$ cat config.mk
export PLATFORM = sky130hd
export DESIGN_NAME = dbr_ready_gen
export DESIGN_NICKNAME = d
export VERILOG_FILES = /design/src/rtl/dbr_pkg.sv /design/src/rtl/dbr_addr_decode.sv /design/src/rtl/dbr_xack_sync.sv /design/src/rtl/dbr_ws_counter.sv /design/src/rtl/dbr_ready_gen.sv
export SDC_FILE = /design/constraint.sdc
export NUM_CORES = 1
export LEC_CHECK = 0
export BUFFER_PORTS_ARGS = -buffer_cell sky130_fd_sc_hd__buf_2
export CORE_MARGIN = 2
export CORE_UTILIZATION = 40
export DETAILED_ROUTE_END_ITERATION = 12
export PLACE_DENSITY = 0.85
export SYNTH_ARGS = -nofsm -noshare
export SYNTH_HDL_FRONTEND = slang
export SYNTH_SLANG_ARGS = --single-unit
$ cat constraint.sdc
create_clock -name clk -period 1.6 [get_ports clk]
set_clock_uncertainty 0.15 [all_clocks]
set_input_delay 0 -clock clk [delete_from_list [all_inputs] [get_ports clk]]
set_output_delay 0 -clock clk [all_outputs]
set_load 0.05 [all_outputs]
$ cat src/rtl/dbr_pkg.sv
package dbr_pkg;

   typedef enum logic [1:0] {
      TGT_NONE = 2'd0,
      TGT_SYS  = 2'd1,
      TGT_LMEM = 2'd2,
      TGT_LIO  = 2'd3
   } tgt_e;

   function automatic logic region_hit(input logic [31:0] a,
                                       input logic [31:0] base,
                                       input logic [31:0] mask);
      return ((a ^ base) & mask) == 32'd0;
   endfunction

endpackage

$ cat src/rtl/dbr_addr_decode.sv
module dbr_addr_decode
   import dbr_pkg::*;
#(
   parameter int unsigned ADDR_W       = 26,
   parameter logic [31:0] SYS_BASE     = 32'h00F0_0000,
   parameter logic [31:0] SYS_MASK     = 32'h03FC_0000,
   parameter bit          SYS_MEM_ONLY = 1'b1
) (
   input  logic [ADDR_W-1:0] addr,
   input  logic              cyc_mem,
   output tgt_e              tgt
);
   localparam int unsigned PAD_W = 32 - ADDR_W;

   logic [31:0] addr_ext;
   logic        in_region;
   logic        sys_hit;

   generate
      if (ADDR_W < 32) begin : g_pad
         assign addr_ext = {{PAD_W{1'b0}}, addr};
      end else begin : g_nopad
         assign addr_ext = addr[31:0];
      end
   endgenerate

   assign in_region = region_hit(addr_ext, SYS_BASE, SYS_MASK);

   generate
      if (SYS_MEM_ONLY) begin : g_mem_only
         assign sys_hit = in_region & cyc_mem;
      end else begin : g_any_space
         assign sys_hit = in_region;
      end
   endgenerate

   always_comb begin
      if (sys_hit)      tgt = TGT_SYS;
      else if (cyc_mem) tgt = TGT_LMEM;
      else              tgt = TGT_LIO;
   end

endmodule

$ cat src/rtl/dbr_xack_sync.sv
module dbr_xack_sync #(
   parameter int unsigned STAGES = 2
) (
   input  logic clk,
   input  logic rst_n,
   input  logic async_n,
   output logic sync_n
);
   logic [STAGES-1:0] chain_q;

   always_ff @(posedge clk or negedge rst_n) begin
      if (!rst_n) chain_q[0] <= 1'b1;
      else        chain_q[0] <= async_n;
   end

   generate
      for (genvar s = 1; s < STAGES; s++) begin : g_stage
         always_ff @(posedge clk or negedge rst_n) begin
            if (!rst_n) chain_q[s] <= 1'b1;
            else        chain_q[s] <= chain_q[s-1];
         end
      end
   endgenerate

   assign sync_n = chain_q[STAGES-1];

endmodule

$ cat src/rtl/dbr_ws_counter.sv
module dbr_ws_counter #(
   parameter int unsigned NSTRB = 7,
   parameter int unsigned CNT_W = 4
) (
   input  logic             clk,
   input  logic             rst_n,
   input  logic             start,
   input  logic             run,
   output logic [CNT_W-1:0] count,
   output logic [NSTRB-1:0] strb
);
   localparam logic [CNT_W-1:0] CNT_MAX = CNT_W'(NSTRB + 1);

   logic [CNT_W-1:0] cnt_q;

   always_ff @(posedge clk or negedge rst_n) begin
      if (!rst_n)                        cnt_q <= '0;
      else if (start)                    cnt_q <= '0;
      else if (run && cnt_q != CNT_MAX)  cnt_q <= cnt_q + 1'b1;
   end

   generate
      for (genvar j = 0; j < NSTRB; j++) begin : g_strb
         assign strb[j] = run && (cnt_q == CNT_W'(j + 1));
      end
   endgenerate

   assign count = cnt_q;

endmodule

$ cat src/rtl/dbr_ready_gen.sv
module dbr_ready_gen
   import dbr_pkg::*;
#(
   parameter int unsigned ADDR_W       = 26,
   parameter logic [31:0] SYS_BASE     = 32'h00F0_0000,
   parameter logic [31:0] SYS_MASK     = 32'h03FC_0000,
   parameter bit          SYS_MEM_ONLY = 1'b1,
   parameter int unsigned LOC_WS       = 3,
   parameter int unsigned NSTRB        = 7,
   parameter int unsigned SYNC_STAGES  = 2
) (
   input  logic              clk,
   input  logic              rst_n,
   input  logic              ads_n,
   input  logic [ADDR_W-1:0] addr,
   input  logic              cyc_mem,
   input  logic              cyc_wr,
   input  logic              xack_n,
   output logic              rdy_n,
   output logic              bs16_n,
   output logic              sys_en,
   output logic              lmem_sel,
   output logic              lio_sel,
   output logic [NSTRB-1:0]  ws_strb,
   output logic              st_rd_n,
   output logic              st_wr_n
);
   localparam int unsigned CNT_W = $clog2(NSTRB + 2);
   localparam logic [CNT_W-1:0] LOC_DONE = CNT_W'(LOC_WS);

   generate
      if (LOC_WS > 7)         begin : g_err_ws   $error("LOC_WS must be 0..7");           end
      if (LOC_WS > NSTRB)     begin : g_err_cov  $error("NSTRB must cover LOC_WS");        end
      if (NSTRB < 2)          begin : g_err_st   $error("NSTRB must be at least 2");       end
      if (SYNC_STAGES < 2)    begin : g_err_sy   $error("SYNC_STAGES must be at least 2"); end
      if (ADDR_W > 32 || ADDR_W < 8) begin : g_err_aw $error("ADDR_W must be 8..32");      end
   endgenerate

   tgt_e             tgt_d;
   tgt_e             tgt_q;
   logic             active_q;
   logic             wr_q;
   logic             start;
   logic             ready_hit;
   logic             xack_s_n;
   logic [CNT_W-1:0] wcnt;
   logic             early_ws;

   dbr_addr_decode #(
      .ADDR_W      (ADDR_W),
      .SYS_BASE    (SYS_BASE),
      .SYS_MASK    (SYS_MASK),
      .SYS_MEM_ONLY(SYS_MEM_ONLY)
   ) dec_i (
      .addr   (addr),
      .cyc_mem(cyc_mem),
      .tgt    (tgt_d)
   );

   dbr_xack_sync #(
      .STAGES(SYNC_STAGES)
   ) sync_i (
      .clk    (clk),
      .rst_n  (rst_n),
      .async_n(xack_n),
      .sync_n (xack_s_n)
   );

   assign start = !ads_n && !active_q;

   dbr_ws_counter #(
      .NSTRB(NSTRB),
      .CNT_W(CNT_W)
   ) cnt_i (
      .clk  (clk),
      .rst_n(rst_n),
      .start(start),
      .run  (active_q),
      .count(wcnt),
      .strb (ws_strb)
   );

   always_comb begin
      ready_hit = 1'b0;
      if (active_q) begin
         if (tgt_q == TGT_SYS) ready_hit = !xack_s_n;
         else                  ready_hit = (wcnt == LOC_DONE);
      end
   end

   always_ff @(posedge clk or negedge rst_n) begin
      if (!rst_n) begin
         active_q <= 1'b0;
         tgt_q    <= TGT_NONE;
         wr_q     <= 1'b0;
      end else if (start) begin
         active_q <= 1'b1;
         tgt_q    <= tgt_d;
         wr_q     <= cyc_wr;
      end else if (ready_hit) begin
         active_q <= 1'b0;
         tgt_q    <= TGT_NONE;
      end
   end

   assign early_ws = ws_strb[0] | ws_strb[1];

   assign rdy_n    = !ready_hit;
   assign sys_en   = active_q && (tgt_q == TGT_SYS);
   assign bs16_n   = !sys_en;
   assign lmem_sel = active_q && (tgt_q == TGT_LMEM);
   assign lio_sel  = active_q && (tgt_q == TGT_LIO);
   assign st_rd_n  = !(sys_en && early_ws && !wr_q);
   assign st_wr_n  = !(sys_en && early_ws && wr_q);

endmodule

==> qor.yml <==
status:
  status: "finished with violations"
  violations: "setup timing"
setup_path:
  crit_chain: "ha_2 > nand4bb_1 > o21ai_2 > inv_1 > buf_6"
  r2r_cells: 5
  arrival_ns: 1.49
  max_stage_delay_ns: 0.42
  crit_slowest_cell: "dfrtp_1"
  timing.rr.end: "tgt_q[1]"
  path_max_fanout: 4
  rrSetupSlack_ns: 0.12
  crit_type: "flip-flop to output pin"
  r2r_start: "cnt_i.count[1]"
  end_kind: "output pin"
  crit_path_start_kind: "flip-flop"
  required_ns: 1.45
grt:
  grt_pass1_vias: 671
  grt_overflow: 0
  grt_max_degree: 9
  grt_pass1_wl_um: 2900
  antenna_found_initial: 0
  grt_usage_pct: 20.3
layout:
  diodes: 0
  fillerInstances: 93
  nets: 163
  drive_gt1_share_pct: 50.8
  area_growth_pct: 70.1
  multi_input_area_um2: 405
  seq_area_um2: 256
yosys:
  synth_seq_area_share_pct: 37.5
  synthTopCellsByCount: "dfrtp_1 (8), inv_1 (7), nand2_1 (6), nor2_1 (6)"
  synth_edf_count: 0
  netlist_top_cells_area: "dfrtp_1 (30%), dfstp_2 (7.8%), ha_1 (7.4%)"
  synth.avg_cell_area_um2: 9.37
  yosysWarnings: 0
  async_reset_ff_share_pct: 100
  yosysTopAreaCell: "dfrtp_1"
  synthCells: 72
  ys.flop_type: "dfrtp_1"
  syn-cell-area_um2: 674
  synth_nets: 108
  synth-seq-cells: 10
  synth_cell_types: 31
  synth.most_common_cell: "dfrtp_1"
  synth_top_area_share_pct: 29.7
routing:
  antenna_left: 0
  drtIter0Drc: 21
  detail_route.wl_per_cell_um: 14.5
  vias: 756
  drt_pass1_iterations: 4
  vias_per_cell: 5.32
  totalWireLength_um: 2060
  drc: 0
flow_run:
  max_cap_viol_count: 0
sta:
  fin_setup_tns_ns: -0.126
  finalMaxSlewViolations: 0
  worstMarginPinSlew_ns: 0.377
  final.period_utilization_pct: 102
  setup_viol: 5
  relSlewSlack_pct: 74.8
  hold_violations: 0
  fin_crit_ns: 1.64
  clock.fmax_mhz: 611
  rsz0062_at_grt: "yes"
  setup_slack_ns: -0.0369
clock_network:
  cts_tree: "yes"
  cts_max_level: 1
  cts.sinks: 10
  path_clk_slew_ns: 0.07
  clk_latency_ns: 0.27
  ctsRootBufferMaster: "clkbuf_4"
  cts_made_buffers: 3
  clk_path_buf_depth: 2
die:
  start_util_pct: 43.8
  dieArea_um2: 2030
  design.portCount: 46
  die_height_um: 45.1
  core.rowCount: 14
  core_area_um2: 1540
  die_w_um: 45.1
pwr:
  leakage_nw: 0.574
  power_density_nw_per_um2: 1810
  ir_drop_mv: 1.00
placement:
  dpl.hpwl_um: 1100
  place.gp.congestion: 0.729
  port_buffers: 27
  pre_cts_ws_ns: 0.134
min_path:
  holdCritPathClass: "primary input to asynchronous set/reset pin"
==> sequential cells by signal (all words and copies together) (netlist names) <==
signal,flops
cnt_i.count,4
active_q,1
sync_i.chain_q,1
tgt_q,2
sync_i.sync_n,1
wr_q,1
==> critical path, delay by kind of cell (launching register included) <==
family | cells | cell delay, ns
adders and majority gates | 1 | 0.22
and+or+nand+nor | 1 | 0.17
AOI/OAI and AO/OA | 1 | 0.19
DFF | 1 | 0.42
buffers and inverters | 2 | 0.22
==> metrics by stage <==
stage	power, mW	util, %	std cells	hold WS [ns]	instance area [um^2]
floorplan	1.25	-	72	-0.446	674
global placement	1.49	56.4	120	-0.286	870
detailed placement	1.52	56.4	120	-0.283	870
CTS	1.88	69.6	139	0.0716	1070
global route	2.21	74.4	142	0.0903	1150
finish	2.07	74.4	142	0.0887	1150
==> power breakdown <==
part	leakage [nW]	internal, mW	switching, mW
logic	0.440	0.577	0.777
registers	0.114	0.356	0.131
clock network	0.0210	0.138	0.0947
==> cell families after synthesis <==
family / Yosys count / synth area share [%]
xor gates and xnor gates: 2 / 2.60
DFF: 10 / 37.5
and+or+nand+nor: 34 / 34.1
adders and majority gates: 4 / 7.42
AOI/OAI and AO/OA: 12 / 10.9
muxes: 1 / 1.67
buffers and inverters: 9 / 5.75
==> timing repair <==
action	in CTS	in global routing
endpoints found under the hold margin	16	0
setup buffers	4	3
hold buffers	11	0
resized for setup	12	20
pin swaps	0	5
setup endpoints to repair	10	11
==> area by class of cell <==
type | count | share of cell area [%]
clock buffer | 4 | 3.16
inverter | 7 | 2.29
multi-input combinational | 53 | 35.3
sequential | 10 | 22.4
tap | 16 | 1.74
timing repair buffer | 52 | 35.1
==> cell usage in the layout (no fill, tap or decap), types with 2 or more instances in the layout <==
cell type	netlist	layout
nand2_1	6	6
dfstp_2	2	2
nor2_2	0	2
inv_1	7	5
buf_6	0	6
dlygate4sd3_1	0	10
buf_2	1	19
dfrtp_1	8	5
nor2_1	6	4
nor2b_1	2	2
nand2b_1	2	2
a21oi_1	2	2
and2_1	2	2
clkbuf_4	0	4
inv_2	0	2
o21ai_0	5	4
ha_2	0	3
nand4bb_1	3	3
and3_1	5	5
buf_4	1	14
dfrtp_2	0	3
==> routing by layer <==
| layer | vias to the layer above | wire length (um) | track usage, % |
|---|---|---|---|
| met3 | 4 | 67 | 3.60 |
| met5 | - | 0 | 0 |
| met2 | 32 | 1060 | 32.0 |
| met1 | 366 | 910 | 26.6 |
| met4 | 0 | 22 | 10.6 |
| li1 | 354 | - | - |
==> worst max path at each step <==
stage / startpoint / endpoint / slack (ns)
global route: cnt_i.count[1] / rdy_n / -0.12
finish: cnt_i.count[1] / rdy_n / -0.04
floorplan: active_q / st_rd_n / 0.09
detailed placement: cnt_i.count[0] / tgt_q[0] / 0.13
global placement: cnt_i.count[0] / tgt_q[0] / 0.14
CTS: active_q / st_rd_n / -0.004
Power figures use the tool's default switching activity.
